[src/rtl/quiz_pkg.sv]
package quiz_pkg;
    localparam int PLAYERS = 4;
    localparam int DIGIT_W = 4;
    localparam logic [DIGIT_W-1:0] DIGIT_MAX = 4'd9;

    // Converts an active-low snapshot to the lamp code.
    // Exactly one low bit selects that lamp; any other pattern gives all ones.
    function automatic logic [PLAYERS-1:0] lamp_code(input logic [PLAYERS-1:0] snap_n);
        logic [PLAYERS-1:0] code;
        int lows;
        code = '0;
        lows = 0;
        for (int i = 0; i < PLAYERS; i++) begin
            if (!snap_n[i]) begin
                code[i] = 1'b1;
                lows++;
            end
        end
        return (lows == 1) ? code : '1;
    endfunction
endpackage

[src/rtl/quiz_sync.sv]
module quiz_sync #(
    parameter int W = 4
) (
    input  logic         clk_i,
    input  logic         arm_i,
    input  logic [W-1:0] async_n_i,
    output logic [W-1:0] sync_n_o
);
    typedef struct packed {
        logic [W-1:0] stage1;
        logic [W-1:0] stage2;
    } sync_t;

    sync_t s_d, s_q;

    always_comb begin
        s_d = s_q;
        if (!arm_i) begin
            s_d.stage1 = '1;
            s_d.stage2 = '1;
        end else begin
            s_d.stage1 = async_n_i;
            s_d.stage2 = s_q.stage1;
        end
    end

    always_ff @(posedge clk_i) begin
        s_q <= s_d;
    end

    assign sync_n_o = s_q.stage2;
endmodule

[src/rtl/quiz_tick.sv]
module quiz_tick #(
    parameter int TICK_LOG2 = 20
) (
    input  logic clk_i,
    input  logic arm_i,
    output logic tick_o
);
    logic [TICK_LOG2-1:0] cnt_d, cnt_q;

    always_comb begin
        cnt_d = arm_i ? cnt_q + 1'b1 : '0;
    end

    always_ff @(posedge clk_i) begin
        cnt_q <= cnt_d;
    end

    assign tick_o = arm_i && (&cnt_q);
endmodule

[src/rtl/quiz_capture.sv]
module quiz_capture
    import quiz_pkg::*;
(
    input  logic               clk_i,
    input  logic               arm_i,
    input  logic [PLAYERS-1:0] btn_sync_n_i,
    output logic               locked_o,
    output logic [PLAYERS-1:0] winner_o
);
    typedef struct packed {
        logic               idle_prev;
        logic               locked;
        logic [PLAYERS-1:0] snap_n;
    } cap_t;

    cap_t c_d, c_q;
    logic idle_now;
    logic first_fall;

    assign idle_now   = &btn_sync_n_i;
    assign first_fall = c_q.idle_prev && !idle_now && !c_q.locked;

    always_comb begin
        c_d = c_q;
        if (!arm_i) begin
            c_d.idle_prev = 1'b1;
            c_d.locked    = 1'b0;
            c_d.snap_n    = '1;
        end else begin
            c_d.idle_prev = idle_now;
            if (first_fall) begin
                c_d.locked = 1'b1;
                c_d.snap_n = btn_sync_n_i;
            end
        end
    end

    always_ff @(posedge clk_i) begin
        c_q <= c_d;
    end

    assign locked_o = c_q.locked;
    assign winner_o = c_q.locked ? lamp_code(c_q.snap_n) : '0;
endmodule

[src/rtl/quiz_countdown.sv]
module quiz_countdown
    import quiz_pkg::*;
(
    input  logic               clk_i,
    input  logic               arm_i,
    input  logic               locked_i,
    input  logic               tick_i,
    output logic [DIGIT_W-1:0] tens_o,
    output logic [DIGIT_W-1:0] units_o,
    output logic               expired_o
);
    typedef struct packed {
        logic [DIGIT_W-1:0] tens;
        logic [DIGIT_W-1:0] units;
    } cd_t;

    cd_t d_d, d_q;
    logic at_zero;

    assign at_zero = (d_q.tens == '0) && (d_q.units == '0);

    always_comb begin
        d_d = d_q;
        if (!arm_i || !locked_i) begin
            d_d.tens  = DIGIT_MAX;
            d_d.units = DIGIT_MAX;
        end else if (tick_i && !at_zero) begin
            if (d_q.units == '0) begin
                d_d.units = DIGIT_MAX;
                d_d.tens  = d_q.tens - 1'b1;
            end else begin
                d_d.units = d_q.units - 1'b1;
            end
        end
    end

    always_ff @(posedge clk_i) begin
        d_q <= d_d;
    end

    assign tens_o    = d_q.tens;
    assign units_o   = d_q.units;
    assign expired_o = locked_i && at_zero;
endmodule

[src/rtl/quiz_buzzer_top.sv]
module quiz_buzzer_top
    import quiz_pkg::*;
#(
    parameter int TICK_LOG2 = 20
) (
    input  logic               clk_i,
    input  logic               host_arm_i,
    input  logic [PLAYERS-1:0] btn_n_i,
    output logic [PLAYERS-1:0] winner_o,
    output logic [DIGIT_W-1:0] tens_o,
    output logic [DIGIT_W-1:0] units_o,
    output logic               buzzer_o
);
    logic [PLAYERS-1:0] btn_sync_n;
    logic               locked;
    logic               tick;

    quiz_sync #(.W(PLAYERS)) u_sync (
        .clk_i     (clk_i),
        .arm_i     (host_arm_i),
        .async_n_i (btn_n_i),
        .sync_n_o  (btn_sync_n)
    );

    quiz_tick #(.TICK_LOG2(TICK_LOG2)) u_tick (
        .clk_i  (clk_i),
        .arm_i  (host_arm_i),
        .tick_o (tick)
    );

    quiz_capture u_capture (
        .clk_i        (clk_i),
        .arm_i        (host_arm_i),
        .btn_sync_n_i (btn_sync_n),
        .locked_o     (locked),
        .winner_o     (winner_o)
    );

    quiz_countdown u_countdown (
        .clk_i     (clk_i),
        .arm_i     (host_arm_i),
        .locked_i  (locked),
        .tick_i    (tick),
        .tens_o    (tens_o),
        .units_o   (units_o),
        .expired_o (buzzer_o)
    );
endmodule

[config.mk]
export PLATFORM = sky130hd
export DESIGN_NAME = quiz_buzzer_top
export DESIGN_NICKNAME = d
export VERILOG_FILES = /design/src/rtl/quiz_pkg.sv /design/src/rtl/quiz_sync.sv /design/src/rtl/quiz_tick.sv /design/src/rtl/quiz_capture.sv /design/src/rtl/quiz_countdown.sv /design/src/rtl/quiz_buzzer_top.sv
export SDC_FILE = /design/constraint.sdc
export NUM_CORES = 1
export LEC_CHECK = 0
export BUFFER_PORTS_ARGS = -buffer_cell sky130_fd_sc_hd__buf_4
export CELL_PAD_IN_SITES_DETAIL_PLACEMENT = 1
export CELL_PAD_IN_SITES_GLOBAL_PLACEMENT = 1
export CORE_ASPECT_RATIO = 2
export CORE_MARGIN = 2
export CORE_UTILIZATION = 38
export CTS_CLUSTER_DIAMETER = 200
export DETAILED_ROUTE_END_ITERATION = 10
export HOLD_SLACK_MARGIN = 0.05
export PLACE_DENSITY = 0.7
export SLEW_MARGIN = 20
export SYNTH_ARGS = -nofsm -noshare
export SYNTH_HDL_FRONTEND = slang
export SYNTH_SLANG_ARGS = --single-unit
[constraint.sdc]
create_clock -name clk_i -period 2.6 [get_ports clk_i]
set_input_delay 0.52 -clock clk_i [delete_from_list [all_inputs] [get_ports clk_i]]
set_output_delay 0.52 -clock clk_i [all_outputs]
set_load 0.01 [all_outputs]
==> results.toml, run 1 <==
[status]
outcome = "finished with violations"
violations = "setup timing"

[detailed_routing]
wl_per_cell_microns = 14.6
drc = 0
drtIter0Drc = 18
drtPass1Iterations = 4
vias = 1615
final_antenna_net_count = 0
vias_per_cell = 5.53
routed_wirelength_microns = 4270

[timing]
fin_crit_sh_pct = 100
worstMarginPinSlew_ns = 0.669
slew_headroom_pct = 55.0
rsz0062_at_grt = "yes"
drv_slew = 0
max_freq_mhz = 384
skew_ns = 0.00786
setup_viol = 1
whs_ns = 0.403
setup_ws_ns = -0.00263
min_period_ns = 2.60
hold_viol_final = 0

[grt]
grt_pass1_wl_microns = 7090
globalRouteOverflowTotal = 0
antenna_found_initial = 0
grt_max_degree = 21
grt_pass1_vias = 1598
grt.total_usage_pct = 16.9

[critical_path]
cp.arrival_ns = 2.08
cp_max_fo = 3
cp_slowest_stage_delay_ns = 0.35
path_cells = "inv_2 -> ha_4 -> xnor2_2 -> ha_2 -> xnor2_2 -> a31oi_4 -> o31ai_4 -> a21boi_1 -> buf_4"
criticalPathCategory = "reg -> out"
worst_setup_path_end_kind = "primary output"
slowest_stage = "dfxtp_2"
critPathMostFrequentCell = "xnor2_2"
setup.worst_path.start_class = "flip-flop"
cp.required_ns = 2.08
cp_top_family = "compound AO/OA/AOI/OAI gates"
path_buf_inv = 2

[clock_network]
insertion_delay_ns = 0.30
cts-htree-levels = 2
clk_pin_slew_ns = 0.08
cts_root_buffer = "clkbuf_8"
numCtsBuffers = 5
cts_sinks = 42
ctsLongestPathBuffers = 2
cts_tree = "built"

[synth]
postSynth.asyncResetShare_pct = 0
ys_ff_latch = 42
syn_area_per_cell_sq_um = 9.03
synth_area_leader_cell = "dfxtp_1"
syn_inst = 211
yosysWarnings = 0
synthMostInstantiatedCell = "dfxtp_1"
synth_fp_nets = 223
syn-cell-area_sq_mm = 0.00190
ys_types = 39
synth-edff-count = 0
synth_top_area_share_pct = 44.2
synthTopCellsByArea = "dfxtp_1, xnor2_1, mux2i_1"
dominantRegCellSynth = "dfxtp_1"
yosys-top-cells-count = "dfxtp_1, nor2_1, nand2_1"
ys_seq_area_share_pct = 44.2

[die]
die_w_microns = 54.1
rows = 36
dieArea_sq_mm = 0.00563
die-height_microns = 104
pin_count = 19
core_sq_mm = 0.00486
start_util_pct = 39.1

[layout]
fill_cells = 586
multi_input_comb_area_sq_mm = 0.00107
register_area_sq_um = 847
nets = 246
layout-drive-gt1-share_pct = 20.9
syn_to_final_growth_pct = 22.3
n_antenna_cell = 0

[hold_path]
hold_path.class = "reg -> reg"

[run]
drv_cap = 0

[place]
pre_cts_slack_ns = -0.0238
io_buffers = 18
post-dp-hpwl_microns = 3000
place_congestion = 0.736

[power]
p_leak_nw = 0.880
p_per_area_mw_per_mm2 = 600
vdd_drop_max_mv = 0.426
==> where the power goes <==
group / total, mW / internal [mW] / switching [mW] / leakage [nW]
Combinational: 0.0880 / 0.0441 / 0.0439 / 0.468
Sequential: 0.669 / 0.656 / 0.0131 / 0.341
Clock: 0.639 / 0.410 / 0.230 / 0.0714
==> timing repair <==
item | in CTS | in global routing
setup buffers | 2 | 0
gates resized for setup | 11 | 7
setup endpoints to repair | 3 | 3
hold buffers | 0 | 0
pin swaps | 5 | 4
==> placed cells by master (no fill, tap or decap), drive strengths merged, types with 2 or more instances in the layout <==
cell type	n
dfxtp	42
buf	22
nor2	19
nand2	16
xnor2	11
nand2b	10
mux2i	9
nand3	9
nor4	8
nand4	8
inv	7
or3	7
a21oi	6
o21ai	6
clkbuf	6
ha	6
nor3	5
and2	4
or4	4
xor2	4
a21boi	3
and4	3
a31oi	3
nand3b	2
bufinv	2
nor3b	2
o31ai	2
and3	2
==> layout make-up <==
class | instances | share of cell area [%]
clock inverter | 2 | 2.58
tap | 57 | 3.06
sequential | 42 | 36.4
timing repair buffer | 22 | 7.09
clock buffer | 6 | 3.54
inverter | 8 | 1.29
multi-input combinational | 155 | 46.1
==> per-stage QoR <==
| stage | util (%) | power (mW) | area [sq um] | cells | TNS, ns |
|---|---|---|---|---|---|
| after floorplan | - | 0.732 | 1900 | 211 | 0 |
| after global placement | 43.2 | 0.760 | 2100 | 282 | 0 |
| after detailed placement | 43.2 | 0.762 | 2100 | 282 | -0.0639 |
| after CTS | 47.1 | 1.41 | 2290 | 292 | -0.275 |
| after global routing | 47.9 | 1.45 | 2330 | 292 | -0.397 |
| final | 47.9 | 1.40 | 2330 | 292 | -0.00263 |
==> worst paths after layout <==
path                               start  slack [ns]  cells after the start                     to
setup / recovery        u_capture.c_q[1]      -0.003                      9            winner_o[0]
hold / removal             u_sync.s_q[7]        0.40                      1     u_sync.sync_n_o[3]
setup reg to reg  u_countdown.units_o[0]        0.50                      4  u_countdown.tens_o[1]
hold reg to reg            u_sync.s_q[7]        0.40                      1     u_sync.sync_n_o[3]
==> layer usage <==
layer / vias up / share of wire [%] / GRT usage [%]
li1: 799 / - / -
met1: 796 / 40 / 16.9
met2: 14 / 56 / 31.0
met3: 6 / 2.0 / 3.02
met4: 0 / 2.2 / 7.86
met5: - / 0 / 0
==> state kept, by name (all words and copies together), names as in the netlist <==
| name | flops |
|---|---|
| u_countdown.tens_o | 4 |
| u_capture.c_q | 5 |
| u_capture.locked_o | 1 |
| u_countdown.units_o | 4 |
| u_sync.s_q | 4 |
| u_sync.sync_n_o | 4 |
| u_tick.cnt_q | 20 |
==> cells by family after synthesis <==
family | after synthesis | synth area share [%]
AOI/OAI and AO/OA | 23 | 7.56
xor gates and xnor gates | 15 | 6.90
adders and majority gates | 6 | 3.94
buffers and inverters | 14 | 2.83
DFF | 42 | 44.2
muxes | 9 | 4.73
and+or+nand+nor | 102 | 29.9
Note: power is estimated with default switching activity, not from simulation.
==> run 2: changes to the inputs <==
==> constraint.sdc (replaced) <==
create_clock -name clk_i -period 2.6 [get_ports clk_i]
set_input_delay 0.52 -clock clk_i [delete_from_list [all_inputs] [get_ports clk_i]]
set_output_delay 0.52 -clock clk_i [all_outputs]
set_load 0.005 [all_outputs]
==> run 2 against run 1 <==
Effect of this change:
- the run still ends with setup timing left
- first-iteration DRC count down 61%
- global-route usage down 0.61 points
- fmax down 0.23%
- non-clock buffer count unchanged
- worst setup slack worse by 0.0059 ns
- combinational power down 2.5%
- sequential cell count unchanged
- critical endpoint unchanged
==> results.toml, run 2 (synthesis results as in run 1) <==
[critical_path]
endpoint = "winner_o[0]"
cp_max_fo = 4
r2r_start = "u_tick.cnt_q[0]"
path_depth = 9
path_cells = "inv_2 -> ha_4 -> xnor2_2 -> ha_2 -> xnor2_2 -> a31oi_4 -> o31ai_4 -> a21boi_1 -> buf_4"
worst_setup_path_end_kind = "primary output"
path_buf_inv = 2
cp.arrival_ns = 2.09
cp_slowest_stage_delay_ns = 0.37
slowest_stage = "dfxtp_2"
cp_top_family = "adder cells"
setup.worst_path.start_class = "flip-flop"
criticalPathCategory = "reg -> out"
r2r_cells = 5
ff2ff_setup_slack_ns = 0.52
crit_path_start = "u_capture.c_q[1]"
r2r-end = "u_countdown.units_o[3]"
critPathMostFrequentCell = "xnor2_2"
cp.required_ns = 2.08

[clock_network]
numCtsBuffers = 5
ctsLongestPathBuffers = 2
clk_pin_slew_ns = 0.07
cts-htree-levels = 2
cts_root_buffer = "clkbuf_8"
cts_sinks = 42
cts_tree = "built"
insertion_delay_ns = 0.30

[timing]
setup_ws_ns = -0.00855
skew_ns = 0.0120
setup_viol = 3
slew_headroom_pct = 54.8
rsz0062_at_grt = "yes"
hold_viol_final = 0
fin_crit_sh_pct = 100
max_freq_mhz = 383
drv_slew = 0
min_period_ns = 2.61
worstMarginPinSlew_ns = 0.672

[layout]
n_antenna_cell = 0
final_cells = 292
layout-drive-gt1-share_pct = 20.4
nets = 246
fill_cells = 605
largest_registers = "u_tick.cnt_q: 20 flops, u_capture.c_q: 5 flops"
layout_common_cells = "dfxtp_1, buf_4, nor2_1, nand2_1, nand2b_1"
syn_to_final_growth_pct = 19.8
largest_register_ffs = 20
post-route-util_pct = 46.9
final_common_cell = "dfxtp_1"
top_register = "u_tick.cnt_q"

[die]
die-height_microns = 104
start_util_pct = 39.1
dieArea_sq_mm = 0.00563
core_sq_mm = 0.00486
pin_count = 19
rows = 36
die_w_microns = 54.1

[detailed_routing]
wl_per_cell_microns = 14.1
vias = 1598
drtPass1Iterations = 4
final_antenna_net_count = 0
routed_wirelength_microns = 4130
vias_per_cell = 5.47
drtIter0Drc = 7
drc = 0

[grt]
grt_pass1_wl_microns = 6890
grt_max_degree = 21
antenna_found_initial = 0
globalRouteOverflowTotal = 0
grt.total_usage_pct = 16.3
grt_pass1_vias = 1601

[status]
violations = "setup timing"
outcome = "finished with violations"

[power]
p_per_area_mw_per_mm2 = 521
vdd_drop_max_mv = 0.317
p_leak_nw = 0.861
total_power_mw = 1.19

[place]
post-dp-hpwl_microns = 3000
dp.cells = 282
io_buffers = 18
place_congestion = 0.736

[hold_path]
hold_path.class = "in -> reg"

[run]
drv_cap = 0
-- run 2: cell count changes in the layout (fill, tap and decap cells not counted), sizes merged --
cell	change
bufinv	-2
clkinv	+1
clkbuf	+1
-- run 2: stage by stage --
step           hold slack, ns  setup TNS (ns)  area [sq um]  setup WS (ns)
2_1_floorplan           0.386               0          1900          0.384
3_3_place_gp            0.389               0          2100         0.0615
3_5_place_dp            0.396         -0.0606          2100        -0.0212
4_1_cts                 0.397          -0.303          2240         -0.102
5_1_grt                 0.403          -0.417          2280         -0.147
6_report                0.407         -0.0244          2280       -0.00855
-- run 2: final cells by class --
| cell class | count | area, sq um | share of cell area [%] |
|---|---|---|---|
| Inverter | 8 | 30.0 | 1.32 |
| Clock inverter | 1 | 5.00 | 0.219 |
| Sequential cell | 42 | 845 | 37.0 |
| Multi-Input combinational cell | 155 | 1080 | 47.3 |
| Timing Repair Buffer | 22 | 165 | 7.24 |
| Tap cell | 57 | 71.3 | 3.12 |
| Clock buffer | 7 | 86.3 | 3.78 |
-- run 2: power breakdown --
part	internal [mW]	switching, mW
Sequential	0.657	0.0132
Combinational	0.0447	0.0411
Clock	0.214	0.218
-- run 2: worst min-delay path by stage --
stage / cells past startpoint / start / endpoint
6_report: 2 / btn_n_i[0] / u_sync.s_q[4]
5_1_grt: 2 / btn_n_i[3] / u_sync.s_q[7]
4_1_cts: 2 / btn_n_i[0] / u_sync.s_q[4]
3_5_place_dp: 1 / u_sync.s_q[4] / u_sync.sync_n_o[0]
3_3_place_gp: 1 / u_sync.s_q[4] / u_sync.sync_n_o[0]
2_1_floorplan: 1 / u_sync.s_q[4] / u_sync.sync_n_o[0]
-- run 2: layer usage --
layer | vias to the layer above | track usage (%) | routed length [microns]
li1 | 799 | - | -
met1 | 778 | 15.9 | 1620
met2 | 15 | 30.2 | 2340
met3 | 6 | 3.02 | 82
met4 | 0 | 7.50 | 87
met5 | - | 0 | 0
-- run 2: timing repair --
action,4_1_cts,5_1_grt
buffers inserted,2,0
endpoints found under the setup margin,3,3
pin swaps,5,6
hold buffers,0,0
gates resized for setup,11,7
-- run 2: worst register-to-register path: stages (launching register included) --
cell and delay [ns]:
dfxtp_1 0.39, ha_1 0.26, nand3_2 0.10, or4_1 0.67
or4_1 0.51, nand3_1 0.09
==> run 3: changes to the inputs <==
PLACE_DENSITY = 0.68   (was 0.7)
SKIP_CTS_REPAIR_TIMING = 1   (was default)
SYNTH_HIERARCHICAL = 1   (was default)
==> run 3 against run 2 <==
Effect of this change:
- cell count stayed put
- the flow still finishes with violations (setup timing)
- clock skew is 0.0054 ns lower
- sequential share of layout area is 1.8 points lower
- first-iteration DRC count is 140% higher
- synthesized cell count is 0.95% lower
- critical path type unchanged
- clock power hardly changed
- sequential power is 2% higher
- wire length is 1.4% higher
==> results.toml, run 3 <==
[critical_path]
cp_max_fo = 4
r2r-end = "u_countdown/units_o[3]"
cp.arrival_ns = 2.09
cp.required_ns = 2.08
setup.worst_path.start_class = "flip-flop"
slowest_stage = "dfxtp_2"
endpoint = "winner_o[2]"
crit_path_start = "u_capture/c_q[1]"
criticalPathCategory = "reg -> out"
worst_setup_path_end_kind = "primary output"
critPathMostFrequentCell = "ha_4"
cp_slowest_stage_delay_ns = 0.36
ff2ff_setup_slack_ns = 0.27
path_cells = "inv_2 -> ha_4 -> xnor2_4 -> ha_4 -> or2_1 -> o211ai_2 -> a31oi_1 -> buf_4"
r2r_start = "u_tick/cnt_q[0]"
r2r_cells = 7

[layout]
nets = 245
largest_registers = "u_tick/cnt_q: 20 flops, u_capture/c_q: 5 flops"
fin_area_sq_mm = 0.00240
final_common_cell = "dfxtp_1"
top_register = "u_tick/cnt_q"
layout_common_cells = "dfxtp_1, buf_4, nand2_1, nand2b_1"
largest_register_ffs = 20
layout-drive-gt1-share_pct = 25.6
syn_to_final_growth_pct = 17.3
n_antenna_cell = 0

[status]
violations = "setup timing"
outcome = "finished with violations"

[synth]
synth_top_family_by_area = "simple AND/OR/NAND/NOR gates"
synth_xor_area_share_pct = 5.51
synth_fp_nets = 221
yosys-top-cells-count = "dfxtp_1, nand2_1, nand2b_1"
synth_top_area_share_pct = 41.1
ys_seq_area_share_pct = 41.1
yosysWarnings = 6
synthAdderAreaFrac_pct = 3.67
ys_types = 50
syn_area_per_cell_sq_um = 9.78
yosys.area_share.simple_pct = 31.7
syn_inst = 209
ys_ff_latch = 42
synth_area_leader_cell = "dfxtp_1"
synth_mux_area_share_pct = 2.94
synth_compound_area_share_pct = 10.5
synth-edff-count = 0
synthMostInstantiatedCell = "dfxtp_1"
synthTopCellsByArea = "dfxtp_1, nand2b_1, ha_1"
dominantRegCellSynth = "dfxtp_1"
syn-cell-area_sq_mm = 0.00204
postSynth.asyncResetShare_pct = 0

[grt]
grt_max_degree = 41
antenna_found_initial = 0
grt.total_usage_pct = 15.1
grt_pass1_wl_microns = 7230
globalRouteOverflowTotal = 0
grt_pass1_vias = 1589

[clock_network]
numCtsBuffers = 5
cts_root_buffer = "clkbuf_8"
insertion_delay_ns = 0.30
ctsLongestPathBuffers = 2
cts_tree = "built"
clk_pin_slew_ns = 0.09
cts-htree-levels = 2
cts_sinks = 42

[die]
die_w_microns = 55.9
start_util_pct = 39.4
dieArea_sq_mm = 0.00602
rows = 37
die-height_microns = 108
pin_count = 19
core_sq_mm = 0.00518

[place]
place_congestion = 0.751
place_area_sq_mm = 0.00222
io_buffers = 18
post-dp-hpwl_microns = 3070

[timing]
skew_ns = 0.00658
hold_viol_final = 0
setup_ws_ns = -0.00832
max_freq_mhz = 383
slew_headroom_pct = 73.7
fin_crit_sh_pct = 100
drv_slew = 0
worstMarginPinSlew_ns = 0.393
whs_ns = 0.399
rsz0062_at_grt = "yes"
min_period_ns = 2.61
setup_viol = 2

[detailed_routing]
drtIter0Drc = 17
wl_per_cell_microns = 14.3
routed_wirelength_microns = 4190
drtPass1Iterations = 4
vias = 1564
final_antenna_net_count = 0
vias_per_cell = 5.36
drc = 0

[run]
drv_cap = 0

[power]
total_power_mw = 1.23
p_leak_nw = 0.997
p_per_area_mw_per_mm2 = 513
vdd_drop_max_mv = 0.460

[hold_path]
hold_path.class = "in -> reg"
run 3: cell types whose count changed after synthesis, sizes merged, moves of 5 or more:
cell	previous run	this run
buf	0	5
inv	7	12
nor2	19	4
and2	4	10
xnor2	11	5
nand2b	10	15
run 3: kinds of logic after synthesis:
| group | after synthesis |
|---|---|
| AOI/OAI and AO/OA | 30 |
| xor gates and xnor gates | 12 |
| adders and majority gates | 6 |
| buffers and inverters | 19 |
| DFF | 42 |
| muxes | 6 |
| and+or+nand+nor | 94 |
run 3: per-layer routing:
metal | GRT usage [%] | share of wire, % | up-vias | wire [microns]
met4 | 6.12 | 2.3 | 0 | 96
met1 | 15.3 | 36 | 758 | 1520
li1 | - | - | 784 | -
met2 | 29.3 | 59 | 14 | 2490
met3 | 2.88 | 1.9 | 8 | 80
met5 | 0 | 0 | - | 0
run 3: where the power goes:
group	total (mW)	switching (mW)	internal (mW)
sequential	0.681	0.0210	0.660
clock	0.434	0.240	0.194
combinational	0.114	0.0533	0.0608
run 3: worst min path at each step:
stage                  start                 end  cells after the start
6_report          btn_n_i[0]       u_sync/s_q[4]                      2
5_1_grt           btn_n_i[1]       u_sync/s_q[5]                      2
4_1_cts           btn_n_i[0]       u_sync/s_q[4]                      2
3_5_place_dp   u_sync/s_q[6]  u_sync/sync_n_o[2]                      1
3_3_place_gp   u_sync/s_q[4]  u_sync/sync_n_o[0]                      1
2_1_floorplan  u_sync/s_q[4]  u_sync/sync_n_o[0]                      1
run 3: critical path: cells and delay by family (launching register included):
family	cells	cell delay, ns
compound gates	2	0.33
xor+xnor	1	0.19
fa+ha+maj	2	0.48
buf+inv	2	0.22
flops	1	0.36
simple gates	1	0.22
run 3: cell type report:
cell class	instances	area, sq um
multi-input cells	148	1160
inverters	12	45.0
fillers	605	2790
flip-flops and latches	42	843
well taps	58	72.6
repair buffers	24	180
clock inverters	3	25.0
clock buffers	5	68.8
run 3: metrics by stage:
stage | TNS (ns) | std cells | util, % | setup slack [ns]
after floorplan | 0 | 209 | - | 0.414
after global placement | 0 | 280 | 42.8 | 0.217
after detailed placement | 0 | 280 | 42.8 | 0.169
after CTS | -0.518 | 288 | 44.6 | -0.173
after global routing | -0.361 | 292 | 46.2 | -0.124
final | -0.0118 | 292 | 46.2 | -0.00832
